### config.mk
export PLATFORM = sky130hd
export DESIGN_NAME = dram_refresh_sched
export DESIGN_NICKNAME = d
export VERILOG_FILES = /design/src/rtl/drs_pkg.sv /design/src/rtl/drs_interval_timer.sv /design/src/rtl/drs_debt_counter.sv /design/src/rtl/drs_cycle_seq.sv /design/src/rtl/dram_refresh_sched.sv
export SDC_FILE = /design/constraint.sdc
export NUM_CORES = 1
export LEC_CHECK = 0
export BUFFER_PORTS_ARGS = -buffer_cell sky130_fd_sc_hd__buf_4
export CORE_MARGIN = 3
export CORE_UTILIZATION = 50
export CTS_CLUSTER_SIZE = 8
export DETAILED_ROUTE_END_ITERATION = 12
export PLACE_DENSITY_LB_ADDON = 0.1
export SLEW_MARGIN = 5
export SYNTH_ARGS = -nofsm -noshare
export SYNTH_HDL_FRONTEND = slang
export SYNTH_SLANG_ARGS = --single-unit
### constraint.sdc
create_clock -name clk -period 5.2 [get_ports clk]
set_input_delay 1.04 -clock clk [delete_from_list [all_inputs] [get_ports clk]]
set_output_delay 1.04 -clock clk [all_outputs]
set_load 0.02 [all_outputs]
### src/rtl/drs_pkg.sv
// Shared types and helpers for the DRAM refresh scheduler.
// Assumes: all durations are expressed in clock cycles.
package drs_pkg;

    // Phase of a single refresh strobe cycle.
    typedef enum logic [1:0] {
        PH_IDLE  = 2'd0,
        PH_SETUP = 2'd1,
        PH_ACT   = 2'd2,
        PH_PRE   = 2'd3
    } drs_phase_e;

    // Top-level scheduler state.
    typedef enum logic [1:0] {
        ST_PAUSE = 2'd0,
        ST_WAKE  = 2'd1,
        ST_IDLE  = 2'd2,
        ST_OWN   = 2'd3
    } drs_state_e;

    // Larger of two integers, used for derived timing limits.
    function automatic int drs_max(input int a, input int b);
        return (a > b) ? a : b;
    endfunction

endpackage

### src/rtl/drs_interval_timer.sv
// Refresh interval timer: while enabled, pulses tick once every REFI_CLKS cycles.
// Assumes: REFI_CLKS >= 2; the count is held at zero while disabled.
module drs_interval_timer #(
    parameter int REFI_CLKS = 3120
) (
    input  logic clk,
    input  logic rst_n,
    input  logic en,
    output logic tick
);
    localparam int TW = $clog2(REFI_CLKS);
    localparam logic [TW-1:0] LAST = TW'(REFI_CLKS - 1);

    logic [TW-1:0] cnt_q;

    assign tick = en && (cnt_q == LAST);

    // Count cycles of the interval, wrapping at its end.
    always_ff @(posedge clk) begin
        if (!rst_n || !en) begin
            cnt_q <= '0;
        end else if (cnt_q == LAST) begin
            cnt_q <= '0;
        end else begin
            cnt_q <= cnt_q + 1'b1;
        end
    end

endmodule

### src/rtl/drs_debt_counter.sv
// Owed-refresh counter: adds one per timer tick, removes one per finished refresh,
// saturates at MAX_OWED and holds when both events coincide.
// Assumes: dec is only raised while the count is non-zero.
module drs_debt_counter #(
    parameter int MAX_OWED = 8
) (
    input  logic                          clk,
    input  logic                          rst_n,
    input  logic                          inc,
    input  logic                          dec,
    output logic [$clog2(MAX_OWED+1)-1:0] owed
);
    localparam int OW = $clog2(MAX_OWED + 1);
    localparam logic [OW-1:0] CAP = OW'(MAX_OWED);

    logic [OW-1:0] owed_q;

    assign owed = owed_q;

    // Update the number of refreshes still owed.
    always_ff @(posedge clk) begin
        if (!rst_n) begin
            owed_q <= '0;
        end else if (inc && !dec) begin
            if (owed_q != CAP) begin
                owed_q <= owed_q + 1'b1;
            end
        end else if (dec && !inc) begin
            owed_q <= owed_q - 1'b1;
        end
    end

    a_r9_owed_cap: assert property (@(posedge clk) disable iff (!rst_n)
        owed_q <= CAP);

    a_r9_no_dec_when_empty: assert property (@(posedge clk) disable iff (!rst_n)
        dec |-> (owed_q != '0));

    a_r10_tick_meets_done: assert property (@(posedge clk) disable iff (!rst_n)
        (inc && dec) |=> $stable(owed_q));

endmodule

### src/rtl/drs_cycle_seq.sv
// Single refresh strobe cycle: setup, row strobe low, precharge.
// RAS_ONLY = 0: column strobe leads the row strobe (memory-internal row counter).
// RAS_ONLY = 1: column strobe stays high; a local wrapping row counter is presented.
// Assumes: T_CHR < T_RAS; start is only sampled while idle.
module drs_cycle_seq #(
    parameter bit RAS_ONLY = 1'b0,
    parameter int T_CSR    = 1,
    parameter int T_CHR    = 3,
    parameter int T_RAS    = 12,
    parameter int T_PRE    = 10,
    parameter int ROW_W    = 9
) (
    input  logic             clk,
    input  logic             rst_n,
    input  logic             start,
    output logic             busy,
    output logic             done,
    output logic             ras_n,
    output logic             cas_n,
    output logic [ROW_W-1:0] row_addr
);
    import drs_pkg::*;

    localparam int LMAX  = drs_max(drs_max(T_CSR, T_RAS), T_PRE);
    localparam int CNT_W = $clog2(LMAX + 1);
    localparam logic [CNT_W-1:0] L_SET = CNT_W'(T_CSR - 1);
    localparam logic [CNT_W-1:0] L_ACT = CNT_W'(T_RAS - 1);
    localparam logic [CNT_W-1:0] L_PRE = CNT_W'(T_PRE - 1);
    localparam logic [CNT_W-1:0] L_CHR = CNT_W'(T_CHR);

    drs_phase_e       phase_q;
    logic [CNT_W-1:0] cnt_q;

    assign busy  = (phase_q != PH_IDLE);
    assign done  = (phase_q == PH_PRE) && (cnt_q == L_PRE);
    assign ras_n = (phase_q != PH_ACT);

    // Step through the phases of one refresh cycle.
    always_ff @(posedge clk) begin
        if (!rst_n) begin
            phase_q <= PH_IDLE;
            cnt_q   <= '0;
        end else begin
            case (phase_q)
                PH_IDLE: begin
                    if (start) begin
                        phase_q <= PH_SETUP;
                        cnt_q   <= '0;
                    end
                end
                PH_SETUP: begin
                    if (cnt_q == L_SET) begin
                        phase_q <= PH_ACT;
                        cnt_q   <= '0;
                    end else begin
                        cnt_q <= cnt_q + 1'b1;
                    end
                end
                PH_ACT: begin
                    if (cnt_q == L_ACT) begin
                        phase_q <= PH_PRE;
                        cnt_q   <= '0;
                    end else begin
                        cnt_q <= cnt_q + 1'b1;
                    end
                end
                default: begin
                    if (cnt_q == L_PRE) begin
                        phase_q <= PH_IDLE;
                        cnt_q   <= '0;
                    end else begin
                        cnt_q <= cnt_q + 1'b1;
                    end
                end
            endcase
        end
    end

    generate
        if (RAS_ONLY) begin : g_row_addressed
            logic [ROW_W-1:0] row_q;

            assign cas_n    = 1'b1;
            assign row_addr = row_q;

            // Advance the local row pointer after each finished refresh.
            always_ff @(posedge clk) begin
                if (!rst_n) begin
                    row_q <= '0;
                end else if (done) begin
                    row_q <= row_q + 1'b1;
                end
            end

            a_r11_row_held: assert property (@(posedge clk) disable iff (!rst_n)
                !ras_n |-> $stable(row_addr));
        end else begin : g_cas_first
            assign cas_n    = !((phase_q == PH_SETUP) ||
                                ((phase_q == PH_ACT) && (cnt_q < L_CHR)));
            assign row_addr = '0;

            a_r4_cas_leads_ras: assert property (@(posedge clk) disable iff (!rst_n)
                $fell(ras_n) |-> ($past(cas_n) == 1'b0) && !cas_n);
        end
    endgenerate

    // Checker state: length of the current low and high runs of the row strobe.
    logic [CNT_W:0] low_run_q;
    logic [CNT_W:0] high_run_q;
    localparam logic [CNT_W:0] HI_CAP = (CNT_W+1)'(T_PRE);

    // Track strobe run lengths for the width assertions.
    always_ff @(posedge clk) begin
        if (!rst_n) begin
            low_run_q  <= '0;
            high_run_q <= HI_CAP;
        end else begin
            low_run_q  <= ras_n ? '0 : low_run_q + 1'b1;
            high_run_q <= !ras_n ? '0 :
                          (high_run_q == HI_CAP) ? HI_CAP : high_run_q + 1'b1;
        end
    end

    a_r5_ras_low_width: assert property (@(posedge clk) disable iff (!rst_n)
        $rose(ras_n) |-> (low_run_q == (CNT_W+1)'(T_RAS)));

    a_r5_ras_high_width: assert property (@(posedge clk) disable iff (!rst_n)
        $fell(ras_n) |-> (high_run_q >= HI_CAP));

endmodule

### src/rtl/dram_refresh_sched.sv
// DRAM refresh and initialization scheduler.
// Runs a power-up pause, a fixed number of wake-up refreshes, then periodic
// refreshes owed by an interval timer, taking the strobes only while the
// access sequencer reports idle.
// Assumes: all timing parameters are in clock cycles; seq_idle is synchronous.
module dram_refresh_sched #(
    parameter bit RAS_ONLY    = 1'b0,
    parameter int PAUSE_CLKS  = 40000,
    parameter int WAKE_CYCLES = 8,
    parameter int REFI_CLKS   = 3120,
    parameter int MAX_OWED    = 8,
    parameter int T_CSR       = 1,
    parameter int T_CHR       = 3,
    parameter int T_RAS       = 12,
    parameter int T_RP        = 8,
    parameter int T_RC        = 22,
    parameter int ROW_W       = 9
) (
    input  logic             clk,
    input  logic             rst_n,
    input  logic             seq_idle,
    output logic             ref_req,
    output logic             acc_allow,
    output logic             bus_own,
    output logic             init_done,
    output logic             ras_n,
    output logic             cas_n,
    output logic             we_n,
    output logic [ROW_W-1:0] row_addr
);
    import drs_pkg::*;

    localparam int T_PRE   = drs_max(T_RP, T_RC - T_RAS);
    localparam int PAUSE_W = $clog2(PAUSE_CLKS);
    localparam int WAKE_W  = $clog2(WAKE_CYCLES + 1);
    localparam int OW      = $clog2(MAX_OWED + 1);
    localparam logic [PAUSE_W-1:0] PAUSE_LAST = PAUSE_W'(PAUSE_CLKS - 1);
    localparam logic [WAKE_W-1:0]  WAKE_N     = WAKE_W'(WAKE_CYCLES);

    drs_state_e        st_q;
    logic [PAUSE_W-1:0] pause_q;
    logic [WAKE_W-1:0]  wake_q;
    logic [OW-1:0]      owed;
    logic               tick;
    logic               seq_start;
    logic               seq_busy;
    logic               seq_done;
    logic               owed_any;

    assign owed_any  = (owed != '0);
    assign init_done = (st_q == ST_IDLE) || (st_q == ST_OWN);
    assign bus_own   = (st_q != ST_IDLE);
    assign ref_req   = (st_q == ST_IDLE) && owed_any;
    assign acc_allow = (st_q == ST_IDLE) && !owed_any;
    assign we_n      = 1'b1;

    // Launch a refresh whenever the strobes are owned and one is still due.
    always_comb begin
        seq_start = 1'b0;
        if (!seq_busy) begin
            if (st_q == ST_WAKE) begin
                seq_start = (wake_q < WAKE_N);
            end else if (st_q == ST_OWN) begin
                seq_start = owed_any;
            end
        end
    end

    // Scheduler state: pause, wake-up, idle, owning the strobes.
    always_ff @(posedge clk) begin
        if (!rst_n) begin
            st_q    <= ST_PAUSE;
            pause_q <= '0;
            wake_q  <= '0;
        end else begin
            case (st_q)
                ST_PAUSE: begin
                    if (pause_q == PAUSE_LAST) begin
                        st_q <= ST_WAKE;
                    end else begin
                        pause_q <= pause_q + 1'b1;
                    end
                end
                ST_WAKE: begin
                    if (seq_done) begin
                        wake_q <= wake_q + 1'b1;
                    end
                    if ((wake_q == WAKE_N) && !seq_busy) begin
                        st_q <= ST_IDLE;
                    end
                end
                ST_IDLE: begin
                    if (owed_any && seq_idle) begin
                        st_q <= ST_OWN;
                    end
                end
                default: begin
                    if (!owed_any && !seq_busy) begin
                        st_q <= ST_IDLE;
                    end
                end
            endcase
        end
    end

    drs_interval_timer #(
        .REFI_CLKS (REFI_CLKS)
    ) u_timer (
        .clk   (clk),
        .rst_n (rst_n),
        .en    (init_done),
        .tick  (tick)
    );

    drs_debt_counter #(
        .MAX_OWED (MAX_OWED)
    ) u_debt (
        .clk   (clk),
        .rst_n (rst_n),
        .inc   (tick),
        .dec   (seq_done && (st_q == ST_OWN)),
        .owed  (owed)
    );

    drs_cycle_seq #(
        .RAS_ONLY (RAS_ONLY),
        .T_CSR    (T_CSR),
        .T_CHR    (T_CHR),
        .T_RAS    (T_RAS),
        .T_PRE    (T_PRE),
        .ROW_W    (ROW_W)
    ) u_seq (
        .clk      (clk),
        .rst_n    (rst_n),
        .start    (seq_start),
        .busy     (seq_busy),
        .done     (seq_done),
        .ras_n    (ras_n),
        .cas_n    (cas_n),
        .row_addr (row_addr)
    );

    a_r8_grant_only_when_idle: assert property (@(posedge clk) disable iff (!rst_n)
        $rose(bus_own) |-> $past(seq_idle));

    a_r8_quiet_when_released: assert property (@(posedge clk) disable iff (!rst_n)
        !bus_own |-> (ras_n && cas_n));

    a_r2_quiet_pause: assert property (@(posedge clk) disable iff (!rst_n)
        (st_q == ST_PAUSE) |-> (ras_n && cas_n));

endmodule

==> metrics.txt <==
# TYPE chip_impl_metric gauge
chip_impl_metric{name="cts.reportedPaths.clkPinSlew",unit="ps"} 80
chip_impl_metric{name="setup.reg_to_reg.worst_slack",unit="ps"} 2770
chip_impl_metric{name="wire_length_of_the_first_global_routing_pass",unit="mm"} 7.562
chip_impl_metric{name="drcViolationCount",unit=""} 0
chip_impl_metric{name="design.portCount",unit=""} 19
chip_impl_metric{name="finalWorstPathRequiredPeriod",unit="ps"} 2708
chip_impl_metric{name="worst_clock_skew",unit="ps"} 5.451
chip_impl_metric{name="cts_made_buffers",unit=""} 5
chip_impl_metric{name="htreeDepth",unit=""} 2
chip_impl_info{name="holdCritPathClass",value="reg -> reg"} 1
chip_impl_metric{name="synth_edf_count",unit=""} 0
chip_impl_metric{name="max-slew-margin-rel",unit=""} 0.3901
chip_impl_metric{name="count_of_cell_types_in_the_netlist",unit=""} 55
chip_impl_metric{name="antenna_found_initial",unit=""} 0
chip_impl_metric{name="place_hpwl",unit="mm"} 3.198
chip_impl_metric{name="vdd_ir_drop_max",unit="V"} 0.0002026
chip_impl_info{name="nature_of_the_critical_path_endpoint",value="output port"} 1
chip_impl_metric{name="via_count",unit=""} 1890
chip_impl_metric{name="num-nets-final",unit=""} 325
chip_impl_metric{name="detailedRoute.firstPassIterationCount",unit=""} 5
chip_impl_info{name="status",value="finished, final reports clean"} 1
chip_impl_metric{name="wl_per_cell",unit="um"} 11.75
chip_impl_metric{name="die_ar",unit="um2"} 5897
chip_impl_metric{name="ys_warn_count",unit=""} 0
chip_impl_metric{name="timing.critical_path.required",unit="ps"} 4160
chip_impl_metric{name="routed_wl",unit="mm"} 4.337
chip_impl_metric{name="maxSlewViolCount",unit=""} 0
chip_impl_info{name="layout_commonest_cell",value="sky130_fd_sc_hd__dfxtp_1"} 1
chip_impl_metric{name="globalRoute.totalOverflow",unit=""} 0
chip_impl_metric{name="ys_seq_area_frac",unit=""} 0.3515
chip_impl_metric{name="drt.antenna.violating_nets",unit=""} 0
chip_impl_metric{name="final_min_period_over_clock_period",unit=""} 0.5208
chip_impl_metric{name="clock_latency",unit="ps"} 290
chip_impl_metric{name="maximum_number_of_pins_on_one_net_before_global_route_repair",unit=""} 27
chip_impl_metric{name="synth-async-reset-ratio",unit=""} 0
chip_impl_metric{name="postSynthAreaPerCell",unit="um2"} 8.467
chip_impl_metric{name="chipWidth",unit="um"} 76.80
chip_impl_info{name="setup.worst_path.class",value="reg -> out"} 1
chip_impl_metric{name="setup_tns",unit="ps"} 0
chip_impl_metric{name="die-height",unit="um"} 76.80
chip_impl_info{name="clock-root-buffer",value="sky130_fd_sc_hd__clkbuf_8"} 1
chip_impl_metric{name="postSynthCellCount",unit=""} 296
chip_impl_metric{name="placementRows",unit=""} 25
chip_impl_info{name="layout_common_cells",value="44 x sky130_fd_sc_hd__dfxtp_1, 42 x sky130_fd_sc_hd__nor2_1, 20 x sky130_fd_sc_hd__nand2_1, 20 x sky130_fd_sc_hd__ha_1"} 1
chip_impl_metric{name="mappedNetlistArea",unit="um2"} 2506
chip_impl_metric{name="setup_viol_count_final",unit=""} 0
chip_impl_metric{name="initial_utilization",unit=""} 0.5237
chip_impl_metric{name="viasPerCell",unit=""} 5.122
chip_impl_metric{name="drive_above_1_share",unit=""} 0.08278
chip_impl_metric{name="cts-resized-gates",unit=""} 0
chip_impl_metric{name="post-cts-setup-buffers",unit=""} 0
chip_impl_metric{name="gpl.final_weighted_congestion",unit=""} 0.7893
chip_impl_metric{name="grt_pass1_vias",unit=""} 1692
chip_impl_metric{name="p_leak",unit="nW"} 0.9969
chip_impl_metric{name="synth_seq_cells",unit=""} 44
chip_impl_metric{name="portBuffers",unit=""} 8
chip_impl_info{name="grt_setup_unrepaired",value="no"} 1
chip_impl_info{name="commonest_register_cell_after_synthesis",value="sky130_fd_sc_hd__dfxtp_1"} 1
chip_impl_metric{name="postCtsHoldBufs",unit=""} 0
chip_impl_metric{name="grtUsageTotal",unit=""} 0.1557
chip_impl_metric{name="antenna-diode-count",unit=""} 0
chip_impl_info{name="cts_tree",value="yes"} 1
chip_impl_metric{name="crit_arrival",unit="ps"} 1670
chip_impl_metric{name="tightest_slew",unit="ps"} 900.6
chip_impl_metric{name="area.growth.synth_to_final",unit="%"} 6.391
chip_impl_metric{name="clockBufferDepth",unit=""} 2
chip_impl_metric{name="fmax",unit="GHz"} 0.3693
chip_impl_info{name="worst_setup_path_start_kind",value="register"} 1
chip_impl_metric{name="critPathMaxFanout",unit=""} 5
chip_impl_metric{name="clkSinkCount",unit=""} 44
chip_impl_metric{name="coreArea",unit="um2"} 4786
chip_impl_metric{name="final_hold_violations",unit=""} 0
chip_impl_metric{name="max_cap_violations",unit=""} 0
chip_impl_metric{name="final_core_utilization",unit=""} 0.5571
chip_impl_metric{name="detailedRoute.firstIterationViolations",unit=""} 84
chip_impl_metric{name="power.density_cell_area",unit="nW/um2"} 228.5
==> synthesized netlist by cell type, types with 4 or more instances <==
| master | n | area [um2] |
|---|---|---|
| sky130_fd_sc_hd__a21oi_1 | 6 | 30.03 |
| sky130_fd_sc_hd__mux2i_1 | 4 | 40.04 |
| sky130_fd_sc_hd__nor3_1 | 6 | 30.03 |
| sky130_fd_sc_hd__buf_4 | 10 | 75.07 |
| sky130_fd_sc_hd__nor2_1 | 42 | 157.7 |
| sky130_fd_sc_hd__ha_1 | 20 | 250.2 |
| sky130_fd_sc_hd__dfxtp_1 | 44 | 880.8 |
| sky130_fd_sc_hd__nand2_1 | 20 | 75.07 |
| sky130_fd_sc_hd__and3_1 | 8 | 50.05 |
| sky130_fd_sc_hd__nand3_1 | 17 | 85.08 |
| sky130_fd_sc_hd__or3_1 | 4 | 25.02 |
| sky130_fd_sc_hd__nor4_1 | 4 | 25.02 |
| sky130_fd_sc_hd__nand4_1 | 8 | 50.05 |
| sky130_fd_sc_hd__inv_1 | 14 | 52.55 |
| sky130_fd_sc_hd__clkbuf_1 | 7 | 26.28 |
| sky130_fd_sc_hd__xor2_1 | 17 | 148.9 |
| sky130_fd_sc_hd__o21ai_0 | 7 | 35.03 |
| sky130_fd_sc_hd__nand3b_1 | 4 | 30.03 |
| sky130_fd_sc_hd__xnor2_1 | 8 | 70.07 |
==> kinds of logic (layout without fill, tap and decap cells) <==
family,count (synthesis),after routing,synth area share
and+or+nand+nor,133,133,0.2781
DFF,44,44,0.3515
AOI/OAI and AO/OA,34,34,0.09136
buffers and inverters,33,31,0.06490
xor gates and xnor gates,25,25,0.08737
adders and majority gates,21,21,0.1078
muxes,4,4,0.01598
other,2,10,0.002997
==> layer usage <==
| layer | up-vias | track usage | share of wire |
|---|---|---|---|
| li1 | 1006 | - | - |
| met1 | 858 | 0.2048 | 0.51 |
| met4 | 0 | 0.04348 | 0.0055 |
| met5 | - | 0 | 0 |
| met2 | 24 | 0.2430 | 0.46 |
| met3 | 2 | 0.05164 | 0.032 |
==> stage by stage <==
step | worst slack [ps] | hold WS (ps) | instance area, um2 | total power [mW] | cells
final | 2492 | 442.9 | 2666 | 0.6094 | 369
after global routing | 2344 | 486.3 | 2666 | 0.6414 | 369
after CTS | 2443 | 446.0 | 2666 | 0.6188 | 369
after detailed placement | 2567 | 434.1 | 2574 | 0.4003 | 361
after global placement | 2608 | 431.0 | 2574 | 0.3999 | 361
after floorplan | 3015 | 413.2 | 2536 | 0.3956 | 304
==> flip-flops by register name (all words and copies together), names as in the netlist <==
signal	cells
u_seq.cnt_q	4
pause_q	16
wake_q	4
u_debt.owed	4
u_timer.cnt_q	12
u_seq.phase_q	2
st_q	2
==> critical path, stage by stage (launching register included) <==
cell and delay [ps]:
sky130_fd_sc_hd__dfxtp_1 380, sky130_fd_sc_hd__nor4_1 650, sky130_fd_sc_hd__and2_1 220, sky130_fd_sc_hd__buf_4 130
==> power by group <==
| group | internal [mW] | switching (mW) | leakage [nW] |
|---|---|---|---|
| combinational | 0.0150 | 0.0274 | 0.591 |
| sequential | 0.342 | 0.00693 | 0.355 |
| clock | 0.106 | 0.112 | 0.0510 |
| total | 0.463 | 0.146 | 0.997 |
==> cell type report <==
type / count / area (um2)
clock buffer: 6 / 82.58
clock inverter: 2 / 10.01
fill: 462 / 2120
inverter: 15 / 56.30
multi-input combinational: 227 / 1493
sequential: 44 / 880.8
tap: 67 / 83.83
timing repair buffer: 8 / 60.06
==> final timing paths <==
path                    start               end  cells after the start
max            u_debt.owed[0]         acc_allow                      3
max reg2reg  u_timer.cnt_q[0]    u_debt.owed[3]                     10
min          u_timer.cnt_q[0]  u_timer.cnt_q[0]                      1
min reg2reg  u_timer.cnt_q[0]  u_timer.cnt_q[0]                      1
Power figures use the tool's default switching activity.
